==> src/rtl/pshadd_pkg.sv <==
package pshadd_pkg;

   localparam int LANE_W = 16;
   localparam int AMT_W  = 2;

   typedef enum logic {
      DIR_LEFT  = 1'b0,
      DIR_RIGHT = 1'b1
   } shdir_e;

   // The encoding 0 is illegal and is mapped onto the smallest legal shift.
   function automatic logic [AMT_W-1:0] legal_amt(input logic [AMT_W-1:0] raw);
      return (raw == '0) ? AMT_W'(1) : raw;
   endfunction

endpackage

==> src/rtl/pshadd_preshift.sv <==
module pshadd_preshift
   import pshadd_pkg::*;
#(
   parameter int DW   = 16,
   parameter int KW   = 2,
   localparam int XW  = DW + (1 << KW) - 1
) (
   input  logic [DW-1:0]        opnd,
   input  logic                 dir,
   input  logic [KW-1:0]        amt,
   output logic signed [XW-1:0] shifted
);

   logic signed [XW-1:0] widened;

   always_comb begin
      widened = {{(XW-DW){opnd[DW-1]}}, opnd};
      if (shdir_e'(dir) == DIR_RIGHT)
         shifted = widened >>> amt;
      else
         shifted = widened <<< amt;
   end

endmodule

==> src/rtl/pshadd_satadd.sv <==
module pshadd_satadd #(
   parameter int DW  = 16,
   parameter int XW  = 19,
   localparam int SW = XW + 1
) (
   input  logic signed [XW-1:0] lhs,
   input  logic [DW-1:0]        rhs,
   output logic [DW-1:0]        res
);

   localparam logic signed [SW-1:0] SAT_HI = SW'((64'sd1 <<< (DW-1)) - 64'sd1);
   localparam logic signed [SW-1:0] SAT_LO = -SAT_HI - SW'(1);

   logic signed [SW-1:0] total;

   always_comb begin
      total = {lhs[XW-1], lhs} + {{(SW-DW){rhs[DW-1]}}, rhs};
      if (total > SAT_HI)
         res = {1'b0, {(DW-1){1'b1}}};
      else if (total < SAT_LO)
         res = {1'b1, {(DW-1){1'b0}}};
      else
         res = total[DW-1:0];
   end

endmodule

==> src/rtl/pshadd_lane.sv <==
module pshadd_lane #(
   parameter int DW   = 16,
   parameter int KW   = 2,
   localparam int XW  = DW + (1 << KW) - 1
) (
   input  logic [DW-1:0] a,
   input  logic [DW-1:0] b,
   input  logic          dir,
   input  logic [KW-1:0] amt,
   output logic [DW-1:0] y
);

   logic signed [XW-1:0] scaled;

   pshadd_preshift #(.DW(DW), .KW(KW)) u_shift (
      .opnd    (a),
      .dir     (dir),
      .amt     (amt),
      .shifted (scaled)
   );

   pshadd_satadd #(.DW(DW), .XW(XW)) u_sat (
      .lhs (scaled),
      .rhs (b),
      .res (y)
   );

endmodule

==> src/rtl/pshadd_unit.sv <==
module pshadd_unit
   import pshadd_pkg::*;
#(
   parameter int LANES = 4,
   localparam int W    = LANES * LANE_W
) (
   input  logic             clk,
   input  logic             rst_n,
   input  logic             in_valid,
   input  logic [W-1:0]     in_a,
   input  logic [W-1:0]     in_b,
   input  logic             in_dir,
   input  logic [AMT_W-1:0] in_amt,
   output logic             out_valid,
   output logic [W-1:0]     out_data
);

   generate
      if (!(LANES == 2 || LANES == 4)) begin : g_bad_lanes
         $error("pshadd_unit: LANES must be 2 or 4");
      end
   endgenerate

   logic [AMT_W-1:0] amt_eff;
   logic [W-1:0]     lane_res;

   assign amt_eff = legal_amt(in_amt);

   for (genvar i = 0; i < LANES; i++) begin : g_lane
      pshadd_lane #(.DW(LANE_W), .KW(AMT_W)) u_lane (
         .a   (in_a[i*LANE_W +: LANE_W]),
         .b   (in_b[i*LANE_W +: LANE_W]),
         .dir (in_dir),
         .amt (amt_eff),
         .y   (lane_res[i*LANE_W +: LANE_W])
      );
   end

   always_ff @(posedge clk or negedge rst_n) begin
      if (!rst_n) begin
         out_valid <= 1'b0;
         out_data  <= '0;
      end else begin
         out_valid <= in_valid;
         if (in_valid)
            out_data <= lane_res;
      end
   end

endmodule

==> config.mk <==
export PLATFORM = sky130hd
export DESIGN_NAME = pshadd_unit
export DESIGN_NICKNAME = d
export VERILOG_FILES = /design/src/rtl/pshadd_pkg.sv /design/src/rtl/pshadd_preshift.sv /design/src/rtl/pshadd_satadd.sv /design/src/rtl/pshadd_lane.sv /design/src/rtl/pshadd_unit.sv
export SDC_FILE = /design/constraint.sdc
export NUM_CORES = 1
export LEC_CHECK = 0
export ABC_AREA = 1
export CORE_ASPECT_RATIO = 2
export CORE_MARGIN = 2
export CORE_UTILIZATION = 50
export CTS_CLUSTER_DIAMETER = 50
export DETAILED_ROUTE_END_ITERATION = 8
export PLACE_DENSITY = 0.91
export SKIP_CTS_REPAIR_TIMING = 1
export SLEW_MARGIN = 15
export SYNTH_ARGS = -nofsm -noshare
export SYNTH_HDL_FRONTEND = slang
export SYNTH_SLANG_ARGS = --single-unit
==> constraint.sdc <==
create_clock -name clk -period 1.06 [get_ports clk]
set_clock_uncertainty 0.2 [all_clocks]
set_input_delay 0.318 -clock clk [delete_from_list [all_inputs] [get_ports clk]]
set_output_delay 0.318 -clock clk [all_outputs]
set_load 0.005 [all_outputs]
# Word-level counts from Yosys, hierarchy flattened
# Cells that the tools add are included.
[word_totals]
regBits = 65
ram_bits = 0
mem_bits_ro = 0
inputBits = 134
elab_cells = 36
latchBits = 0
n_memories = 0
output_inout_bits = 65
[classes]
eq_ne = 0
add_sub_neg = 4
n_mul = 0
shift = 8
reduce_logical = 1
div_mod_pow = 0
muxes = 13
order_cmp = 8
bitwise_logic = 0
[ops]
columns = ["cell", "count"]
rows = [
  ["2-to-1 mux 16 bit", 8],
  ["adder 19 x 16 -> 20 bit", 4],
  ["> comparator 20 x 16 -> 1 bit, second input constant", 4],
  ["less-than comparator 20 x 16 -> 1 bit, second input constant", 4],
  ["2-to-1 mux 19 bit", 4],
  ["<<< shifter 16 x 2 -> 19 bit", 4],
  [">>> shifter 16 x 2 -> 19 bit", 4],
  ["logical NOT 2 bit", 1],
  ["2-to-1 mux 2 bit", 1],
]

# Logic depth before layout (Yosys ltp)
# Gate-level depths: netlist of run 1.
[depth]
word_depth = 8
ltp_mapped = 29
ltp_nobuf = 26

# Cells and area by module
# A second synthesis of run 1 with hierarchy kept.
[hier_totals]
hier_cells = 1973
hier_area_um2 = 11750.0
[by_module_without_submodules]
columns = ["mod", "seq_area_each_um2", "area_per_inst_um2", "cells_each", "n_inst"]
rows = [
  ["pshadd_satadd (g_lane[0].u_lane.u_sat ...)", 0.0, 1395.1, 242, 3],
  ["pshadd_preshift (g_lane[1].u_lane.u_shift ...)", 0.0, 954.7, 188, 3],
  ["pshadd_unit", 1626.6, 2482.4, 274, 1],
  ["pshadd_satadd (g_lane[3].u_lane.u_sat)", 0.0, 1275.0, 221, 1],
  ["pshadd_preshift (g_lane[0].u_lane.u_shift)", 0.0, 943.4, 188, 1],
]

# Worst setup path after synthesis of run 1
# No wires, ideal clock.
[synth_path]
path_type = "in2reg"
startpoint = "in in_amt[1]"
endpoint = "reg out_data[37]"
path_stages = 23
path_buffers = 3
slack_ns = -2.302
setup_ns = 0.117
required_ns = 0.743
arrival_ns = 3.045
path_cell_list = "buf_2 > inv_1 > nor2_1 > inv_1 > clkbuf_1 > nor2_1 > or2_2 > a21oi_1 > ha_1 > fa_1 > nand2_1 > nand3_1 > nand3_1 > nand2_1 > nand3_1 > nand3b_1 > nand2_1 > nand4_1 > nand2_1 > buf_4 > nand2_1 > nand2_1 > nand2_1"
[synth_via]
elab_chain_len = 8
elab_cells_between_ends = 10
classes_between = "add/sub: 1; order compare: 2; shift: 2; mux: 4; reduce/logical: 1"
[synth_lines]
columns = ["element", "line", "source"]
rows = [
  ["from (decl)", "pshadd_unit.sv:13", "input logic [AMT_W-1:0] in_amt,"],
  ["logical NOT 2 bit", "pshadd_pkg.sv:13", "return (raw == '0) ? AMT_W'(1) : raw;"],
  ["2-to-1 mux 2 bit *", "pshadd_pkg.sv:13", ""],
  ["<<< shifter 16 x 2 -> 19 bit / >>> shifter 16 x 2 -> 19 bit (equally long branches)", "pshadd_preshift.sv:21, pshadd_preshift.sv:19", ""],
  ["2-to-1 mux 19 bit *", "pshadd_preshift.sv:18", "if (shdir_e'(dir) == DIR_RIGHT)"],
  ["adder 19 x 16 -> 20 bit *", "pshadd_satadd.sv:17", "total = {lhs[XW-1], lhs} + {{(SW-DW){rhs[DW-1]}}, rhs};"],
  ["less-than comparator 20 x 16 -> 1 bit", "pshadd_satadd.sv:20", "else if (total < SAT_LO)"],
  ["2-to-1 mux 16 bit", "pshadd_satadd.sv:20", ""],
  ["2-to-1 mux 16 bit *", "pshadd_satadd.sv:18", "if (total > SAT_HI)"],
  ["to (signal assigned)", "pshadd_unit.sv:46", "out_data <= lane_res;"],
  ["to (decl)", "pshadd_unit.sv:15", "output logic [W-1:0] out_data"],
]
# Mark *: on every way between the ends. The rest lies on a longest branch, timed or not.
# A chain may end at the register's enable or synchronous reset.

# Worst setup path after layout of run 1
[layout_path]
startpoint = "in in_amt[0]"
endpoint = "reg out_data[48]"
# The elaborated chain is that of the path after synthesis.

==> results of run 1 <==
[metrics by stage]
stage	hold WS [ps]	instance area, um^2	setup TNS, ps
after floorplan	-178	9520	-123090
after global placement	152	13400	-193580
after detailed placement	160	13400	-200060
after CTS	-199	13700	-201420
after global routing	-192	14500	-176040
final	-219	14500	-162120
[where the power goes]
part,total [W],leakage [nW],switching (W),internal (W)
Combinational,0.0113,6.56,0.00623,0.00510
Sequential,0.00346,0.750,0.000380,0.00308
Clock,0.00306,0.148,0.00114,0.00193
[per-layer routing]
| layer | global-route usage | share of wire | wire length, um |
|---|---|---|---|
| met1 | 0.371 | 0.32 | 13200 |
| met2 | 0.687 | 0.50 | 21000 |
| met3 | 0.0637 | 0.077 | 3240 |
| met4 | 0.326 | 0.11 | 4520 |
| met5 | 0 | 0 | 0 |
[synthesized netlist by cell type, drive strengths merged]
library cell and instances:
nand2 572, nor2 202, a21oi 136, inv 132
o21ai 79, ha 76, nand3 72, dfrtp 65
clkbuf 37, xor2 29, xnor2 23, o41ai 21
or2 21, buf 18, nand4 18, nor3 18
o211ai 13, o2111ai 9, nor4 8, nand3b 7
o31ai 7, and2 6, fa 4, o21bai 4
o221ai 4, o32ai 4, a221oi 3, a22oi 2
a31oi 2, o22ai 2, a211oi 1, a21boi 1
a21o 1, a2bb2oi 1, clkinv 1
[how the worst min path moves through the flow]
| stage | end | cells after the start | startpoint | slack [ps] |
|---|---|---|---|---|
| finish | out_data[62] | 2 | rst_n | -220 |
| global route | out_data[58] | 2 | rst_n | -190 |
| CTS | out_data[62] | 2 | rst_n | -200 |
| detailed placement | out_data[62] | 2 | rst_n | 160 |
| global placement | out_data[58] | 2 | rst_n | 150 |
| floorplan | out_data[0] | 0 | rst_n | -180 |
[cell families (layout without fill, tap and decap cells)]
family                   Yosys count  after routing  share of synthesized area
AND/OR/NAND/NOR                  924            930                      0.404
AO/OA/AOI/OAI                    290            290                      0.182
buffers and inverters            188            613                     0.0806
adder cells (fa/ha/maj)           80             80                      0.110
flip-flops                        65             65                      0.174
XOR/XNOR                          52             52                     0.0487
other                              0              3                          0
[state kept, by name, summed over array words and instances (netlist names)]
name / cells
out_data: 64
out_valid: 1
[cell type report]
class | count | area [um^2] | area share
multi-input combinational | 1352 | 7770 | 0.537
timing repair buffer | 465 | 3980 | 0.275
sequential | 65 | 1630 | 0.112
inverter | 133 | 507 | 0.0350
tap | 216 | 270 | 0.0187
clock buffer | 12 | 256 | 0.0177
clock inverter | 3 | 40.0 | 0.00277
antenna | 3 | 7.51 | 0.000519
==> impl_metrics.tcl, run 1 <==
set metrics [dict create \
    grt_start_max_net_pins 66 \
    drc 2 \
    cp_max_fo 9 \
    startpoint_type "input port" \
    syn_area_um2 9360 \
    power_w 0.0179 \
    crit_end "out_data[48]" \
    leakage_nw 7.45 \
    crit_family "simple AND/OR/NAND/NOR gates" \
    synth.area.top_cells "nand2_1, dfrtp_1, ha_1, nor2_1, a21oi_1" \
    layout_common_cells "nand2_1, buf_4, nor2_1" \
    cap_violations 0 \
    slowest_delay_ps 380 \
    first_iter_violations 921 \
    routed-via-count 13500 \
    cts_sinks 65 \
    ys_seq_area_frac 0.174 \
    status "finished with violations" \
    die_y_um 197 \
    yosysWarningCount 0 \
    cts_tree "built" \
    hpwl_um 30800 \
    antenna_left 0 \
    drive_above_1_share 0.257 \
    hold_violations 65 \
    synth_cell_types 48 \
    wl_um 42000 \
    clk_path_buf_depth 2 \
    max_freq_ghz 0.306 \
    startpoint "in_amt[0]" \
    dp.cells 2203 \
    clk_pin_slew_worst_paths_ps 60 \
    violations "DRC, hold timing, setup timing" \
    die_x_um 101 \
    holdWs_ps -219 \
    slew_headroom 0.713 \
    required_ps 1090 \
    dp_slack_ps -2980 \
    finalSetupViolCount 129 \
    fillers 1334 \
    powerDensity_nw_per_um2 1230 \
    grt_pass1_wl_um 60200 \
    syn_inst 1599 \
    final_common_cell "nand2_1" \
    grt_pass1_vias 12700 \
    root_buffer "clkbuf_16" \
    grt_overflow 0 \
    core_area_um2 18300 \
    crit_arrival_ps 3300 \
    crit_chain "buf_4 > nor2_4 > buf_4 > buf_12 > buf_12 > nand2_2 > a21oi_2 > o31ai_2 > ha_1 > nand2_1 > nor2_1 > nand3_2 > nand2_2 > nand2_1 > nand2_1 > nand2_1 > nand2_2 > nand3_2 > o21ai_4 > buf_6 > nand2_1 > nand2_1 > nand2_1" \
    clock_latency_ps 340 \
    fin_crit_sh 3.09 \
    dieArea_um2 19900 \
    cpMaxStageDelayCell "ha_1" \
    initial_core_util 0.511 \
    ys_ff_latch 65 \
    syn_to_final_growth_pct 54.6 \
    r2r_setup_slack_ps 70 \
    r2r_cells 3 \
    min_path_type "in -> async" \
    reg2reg_from "out_data[32]" \
    synth_top_area_cell "nand2_1" \
    place.gp.congestion 1.05 \
    cts_buffers 9 \
    viasPerCell 5.99 \
    syn_nets 1813 \
    crit_buf_inv 5 \
    final_nets 2240 \
    worstMarginPinSlew_ps 428 \
    crit_cells 23 \
    crit_top_cell "nand2_1" \
    slew_viol_final 0 \
    timing.rr.end "out_data[32]" \
    routedWlPerCell_um 18.7 \
    antenna_found_initial 3 \
    htree_levels 3 \
    rows 70 \
    netlist.area_leader.share 0.226 \
    cp-end-kind "flop" \
    min_period_ps 3270 \
    io_buffers 198 \
    path_class "in -> reg" \
    ir_drop_mv 1.07 \
    pin_count 199 \
    avgSynthCellArea_um2 5.85 \
    grt_usage 0.384 \
    rsz0062_at_grt "true" \
    first_pass_iters 9 \
    finish.utilization 0.790 \
    stdcell_count 2249 \
    final.setup.worst_slack_ps -2210 \
]
No activity file was read; power rests on OpenSTA's default activity.
==> run 2, diff against run 1 <==
CTS_CLUSTER_DIAMETER = 150   (was 50)
==> results of run 2 <==
Same layout as run 1: the final DEF is identical, and so are final timing and power.
